[src/rtl/bwg_pkg.sv]
package bwg_pkg;

  // Largest wait total from a per-cycle field and a fetch-only field.
  function automatic int max_waits(input int w_bits, input int f_bits);
    return ((1 << w_bits) - 1) + ((1 << f_bits) - 1);
  endfunction

  // Bits needed to hold values 0..maxv.
  function automatic int count_width(input int maxv);
    int w;
    w = 1;
    while ((1 << w) <= maxv) w++;
    return w;
  endfunction

endpackage

[src/rtl/bwg_load_calc.sv]
module bwg_load_calc #(
  parameter int W_BITS = 2,
  parameter int F_BITS = 1,
  parameter int CNT_W  = 3
) (
  input  logic              cyc_fetch,
  input  logic [W_BITS-1:0] wait_sel,
  input  logic [F_BITS-1:0] fetch_sel,
  output logic [CNT_W-1:0]  load_val
);

  // Total waits for one machine cycle: base count, plus fetch extra on fetches.
  function automatic logic [CNT_W-1:0] total_waits(
    input logic              fetch,
    input logic [W_BITS-1:0] base,
    input logic [F_BITS-1:0] extra
  );
    logic [CNT_W-1:0] add;
    add = fetch ? CNT_W'(extra) : '0;
    return CNT_W'(base) + add;
  endfunction

  assign load_val = total_waits(cyc_fetch, wait_sel, fetch_sel);

endmodule

[src/rtl/bwg_counter.sv]
module bwg_counter #(
  parameter int CNT_W     = 3,
  parameter int MAX_WAITS = 4
) (
  input  logic             clk,
  input  logic             rst_n,
  input  logic             cyc_start,
  input  logic [CNT_W-1:0] load_val,
  output logic [CNT_W-1:0] cnt,
  output logic             counting
);

  logic load_evt;
  logic dec_evt;

  assign load_evt = cyc_start;
  assign dec_evt  = !cyc_start && (cnt != '0);

  always_ff @(posedge clk) begin
    if (!rst_n)        cnt <= '0;
    else if (load_evt) cnt <= load_val;
    else if (dec_evt)  cnt <= cnt - 1'b1;
  end

  assign counting = (cnt != '0);

  // a cycle start replaces the count with the new total
  assert_load_R2: assert property (@(posedge clk) disable iff (!rst_n)
    load_evt |=> cnt == $past(load_val));

  // one step down per clock while waits remain
  assert_step_R10: assert property (@(posedge clk) disable iff (!rst_n)
    dec_evt |=> cnt == $past(cnt) - 1'b1);

  // an empty count stays empty without a start
  assert_idle_R1: assert property (@(posedge clk) disable iff (!rst_n)
    (!cyc_start && cnt == '0) |=> cnt == '0);

  // the count never exceeds the largest legal total
  assert_no_overflow_R5: assert property (@(posedge clk) disable iff (!rst_n)
    cnt <= CNT_W'(MAX_WAITS));

endmodule

[src/rtl/bwg_ready_merge.sv]
module bwg_ready_merge (
  input  logic clk,
  input  logic rst_n,
  input  logic counting,
  input  logic ext_rdy,
  output logic wait_req
);

  assign wait_req = counting || !ext_rdy;

  // a low external ready always holds the processor
  assert_ext_hold_R7: assert property (@(posedge clk) disable iff (!rst_n)
    !ext_rdy |-> wait_req);

  // with no count and ready high, the processor runs
  assert_release_R2: assert property (@(posedge clk) disable iff (!rst_n)
    (!counting && ext_rdy) |-> !wait_req);

endmodule

[src/rtl/bus_wait_gen.sv]
module bus_wait_gen #(
  parameter int W_BITS = 2,
  parameter int F_BITS = 1
) (
  input  logic              clk,
  input  logic              rst_n,
  input  logic              cyc_start,
  input  logic              cyc_fetch,
  input  logic [W_BITS-1:0] wait_sel,
  input  logic [F_BITS-1:0] fetch_sel,
  input  logic              ext_rdy,
  output logic              wait_req
);

  localparam int MAX_WAITS = bwg_pkg::max_waits(W_BITS, F_BITS);
  localparam int CNT_W     = bwg_pkg::count_width(MAX_WAITS);

  logic [CNT_W-1:0] load_val;
  logic [CNT_W-1:0] cnt;
  logic             counting;

  bwg_load_calc #(
    .W_BITS(W_BITS),
    .F_BITS(F_BITS),
    .CNT_W (CNT_W)
  ) u_load (
    .cyc_fetch(cyc_fetch),
    .wait_sel (wait_sel),
    .fetch_sel(fetch_sel),
    .load_val (load_val)
  );

  bwg_counter #(
    .CNT_W    (CNT_W),
    .MAX_WAITS(MAX_WAITS)
  ) u_cnt (
    .clk      (clk),
    .rst_n    (rst_n),
    .cyc_start(cyc_start),
    .load_val (load_val),
    .cnt      (cnt),
    .counting (counting)
  );

  bwg_ready_merge u_merge (
    .clk     (clk),
    .rst_n   (rst_n),
    .counting(counting),
    .ext_rdy (ext_rdy),
    .wait_req(wait_req)
  );

  // a non-fetch cycle loads the base setting alone
  assert_nofetch_R4: assert property (@(posedge clk) disable iff (!rst_n)
    (cyc_start && !cyc_fetch) |=> cnt == CNT_W'($past(wait_sel)));

  // without a start the count never grows, whatever the settings do
  assert_sampled_R6: assert property (@(posedge clk) disable iff (!rst_n)
    !cyc_start |=> cnt <= $past(cnt));

endmodule

[config.mk]
export PLATFORM = sky130hd
export DESIGN_NAME = bus_wait_gen
export DESIGN_NICKNAME = d
export VERILOG_FILES = /design/src/rtl/bwg_pkg.sv /design/src/rtl/bwg_load_calc.sv /design/src/rtl/bwg_counter.sv /design/src/rtl/bwg_ready_merge.sv /design/src/rtl/bus_wait_gen.sv
export SDC_FILE = /design/constraint.sdc
export NUM_CORES = 1
export LEC_CHECK = 0
export BUFFER_PORTS_ARGS = -buffer_cell sky130_fd_sc_hd__buf_2
export CAP_MARGIN = 20
export CORE_AREA = 2 2 39 41
export DETAILED_ROUTE_END_ITERATION = 10
export DIE_AREA = 0 0 41 43
export SYNTH_ARGS = -nofsm -noshare
export SYNTH_HDL_FRONTEND = slang
export SYNTH_SLANG_ARGS = --single-unit
[constraint.sdc]
create_clock -name clk -period 1.2 [get_ports clk]
set_input_delay 0.06 -clock clk [delete_from_list [all_inputs] [get_ports clk]]
set_output_delay 0.06 -clock clk [all_outputs]
set_load 0.01 [all_outputs]
==> summary.txt <==
Final Setup Violations = 0
GPL Wtd Cong = 0.687
Final non-filler cell total = 56
Outcome = finished, final reports clean
Cell count after synthesis = 25
Worst Hold End = u_cnt.cnt[2]
First DRT Iteration DRCs = 2
Syn. warnings = 0
Flop pwr share = 0.282
DR WL/cell = 8.45 um
Area Growth Syn to Fin = 51.6%
Most frequent cells in the layout = buf_2 (8), nor2b_1 (3), ha_1 (3), clkbuf_4 (3), buf_4 (3)
Sw frac = 0.272
Clock power share = 0.419
DRT Pass-1 Iters = 4
CTS tree = yes
Layout cells sized above 1 = 0.525
Layout fillers = 147
Worst ir drop on vdd = 478 uV
First-pass GRT wire length = 731 um
Die Wd = 41 um
Leakage power = 0.165 nW
Clk_lat worst skew = 240 ps
Worst reg2reg path depth = 4
Critical path peak fanout = 2
Syn avg cell area = 9.61 um^2
Critical Path Max Stage Delay = 330 ps
CTS max path bufs = 2
Crit-path cells = inv_2 > ha_4 > nor2b_1 > a2111oi_1
Fin crit period = 1150 ps
Worst setup path category = flop to flop
Biggest register = u_cnt.cnt
Largest regs = u_cnt.cnt (3)
PortBufs = 8
Mapped Area = 240 um^2
Crit share post-route = 0.962
Worst slew pin tran = 311 ps
Total Wirelength = 473 um
Final Hold Viols = 0
FF/Latch Area = 62.6 um^2
Vias in the first global route = 198
Power per cell area = 1190 nW/um^2
Initial antenna violation count = 0
Slew HR = 0.792
Core area = 1380 um^2
Worst setup SP type = flop
CTS root buf = clkbuf_4
Hold_sp = rst_n
Pin count of the biggest net entering global routing = 9
# rows = 14
Fmax = 866 MHz
# nets final = 53
Via count = 230
Net Switching = 0.118 mW
Total CTS buffers = 3
Critical path's top delay family = compound AO/OA/AOI/OAI gates
Crit-path slowest cell = a2111oi_1
Reg-to-Reg End = u_cnt.cnt[1]
Ant diodes = 0
# IOs = 9
Worst Hold Class = input port to flop
Min Hold Slack = 66.4 ps
Pwr Total = 0.435 mW
Final slew viol count = 0
Most common cell after layout, fill and taps aside = buf_2
Worst Path Buf+Inv = 1
Multi-input logic area = 181 um^2
Post-synth cell types = 13
Synth Net Count = 37
Reg2reg start = u_cnt.cnt[0]
Fin area = 364 um^2
Die H = 43 um
Flops & latches, synth = 3
Max Cap Viol = 0
Placed instance area = 323 um^2
Logic pwr share = 0.299
GRT Residual Overflow = 0
Clock sinks = 3
Placed Cells = 52
Sequential cell area fraction in the yosys report = 0.250
Hold Crit Depth = 2
Clk slew on worst S/H paths = 40 ps
Crit path arrival time = 1270 ps
CP required = 1310 ps
Hold Buf Count CTS = 0
Die Area = 1760 um^2
GRT Total Usage = 0.0723
Final ANT Viol Nets = 0
Max reg flops = 3
H-tree depth = 1
Worst Skew = 2.81 ps
DRC violations left = 0
Vias per cell = 4.11
R2R Setup Slk = 50 ps
Pint = 0.317 mW
Starting density of the core = 0.174
CP endpoint kind = flop
[metrics by stage]
step / worst slack, ps / TNS (ps) / util
6_report: 45.1 / 0 / 0.263
5_1_grt: -27.3 / -27.3 / 0.263
4_1_cts: 2.00 / 0 / 0.254
3_5_place_dp: -50.3 / -100 / 0.233
3_3_place_gp: -45.9 / -87.9 / 0.233
2_1_floorplan: 2.71 / 0 / -
[cell families after synthesis]
family | after synthesis | synth area share
DFF | 3 | 0.250
buffers and inverters | 3 | 0.0469
and+or+nand+nor | 12 | 0.370
adders and majority gates | 4 | 0.208
AOI/OAI and AO/OA | 3 | 0.125
[worst max path at each step]
stage / cells past startpoint / to / from / slack, ps
2_1_floorplan: 4 / u_cnt.cnt[1] / u_cnt.cnt[0] / 3
3_3_place_gp: 4 / u_cnt.cnt[0] / u_cnt.cnt[0] / -50
3_5_place_dp: 4 / u_cnt.cnt[0] / u_cnt.cnt[0] / -50
4_1_cts: 4 / u_cnt.cnt[1] / u_cnt.cnt[1] / 2
5_1_grt: 4 / u_cnt.cnt[1] / u_cnt.cnt[1] / -30
6_report: 4 / u_cnt.cnt[1] / u_cnt.cnt[0] / 50
[timing repair]
item,4_1_cts,5_1_grt
gates resized for setup,2,4
pin swaps,2,0
endpoints found under the setup margin,3,4
cloned,0,0
buffers inserted,0,0
[synth_stat cells, drive strengths merged]
| cell type | number | area (um^2) |
|---|---|---|
| ha | 4 | 50.1 |
| nand2b | 1 | 6.26 |
| nor3b | 1 | 7.51 |
| dfxtp | 3 | 60.1 |
| a2111oi | 2 | 20.0 |
| nor4b | 2 | 17.5 |
| and2 | 1 | 6.26 |
| or2b | 1 | 7.51 |
| nor2b | 5 | 36.3 |
| nand3b | 1 | 7.51 |
| inv | 3 | 11.3 |
| o311a | 1 | 10.0 |
[layer usage]
metal / vias to the layer above / wire [um] / global-route usage
li1: 120 / - / -
met1: 95 / 197 / 0.0675
met2: 10 / 194 / 0.0844
met3: 5 / 52 / 0.0628
met4: 0 / 27 / 0.0800
met5: - / 0 / 0
[area by class of cell]
cell class | count | share of cell area
Sequential cell | 3 | 0.172
Clock buffer | 4 | 0.0722
Multi-Input combinational cell | 19 | 0.498
Inverter | 3 | 0.0309
Tap cell | 16 | 0.0550
Timing Repair Buffer | 11 | 0.172
[power by group through the flow]
stage	combinational [mW]	clock, mW	sequential [mW]
after floorplan	0.0685	0	0.119
after global placement	0.119	0	0.121
after detailed placement	0.120	0	0.120
after CTS	0.123	0.189	0.119
after global routing	0.150	0.200	0.123
final	0.130	0.182	0.122
(Power assumes the default switching activity.)
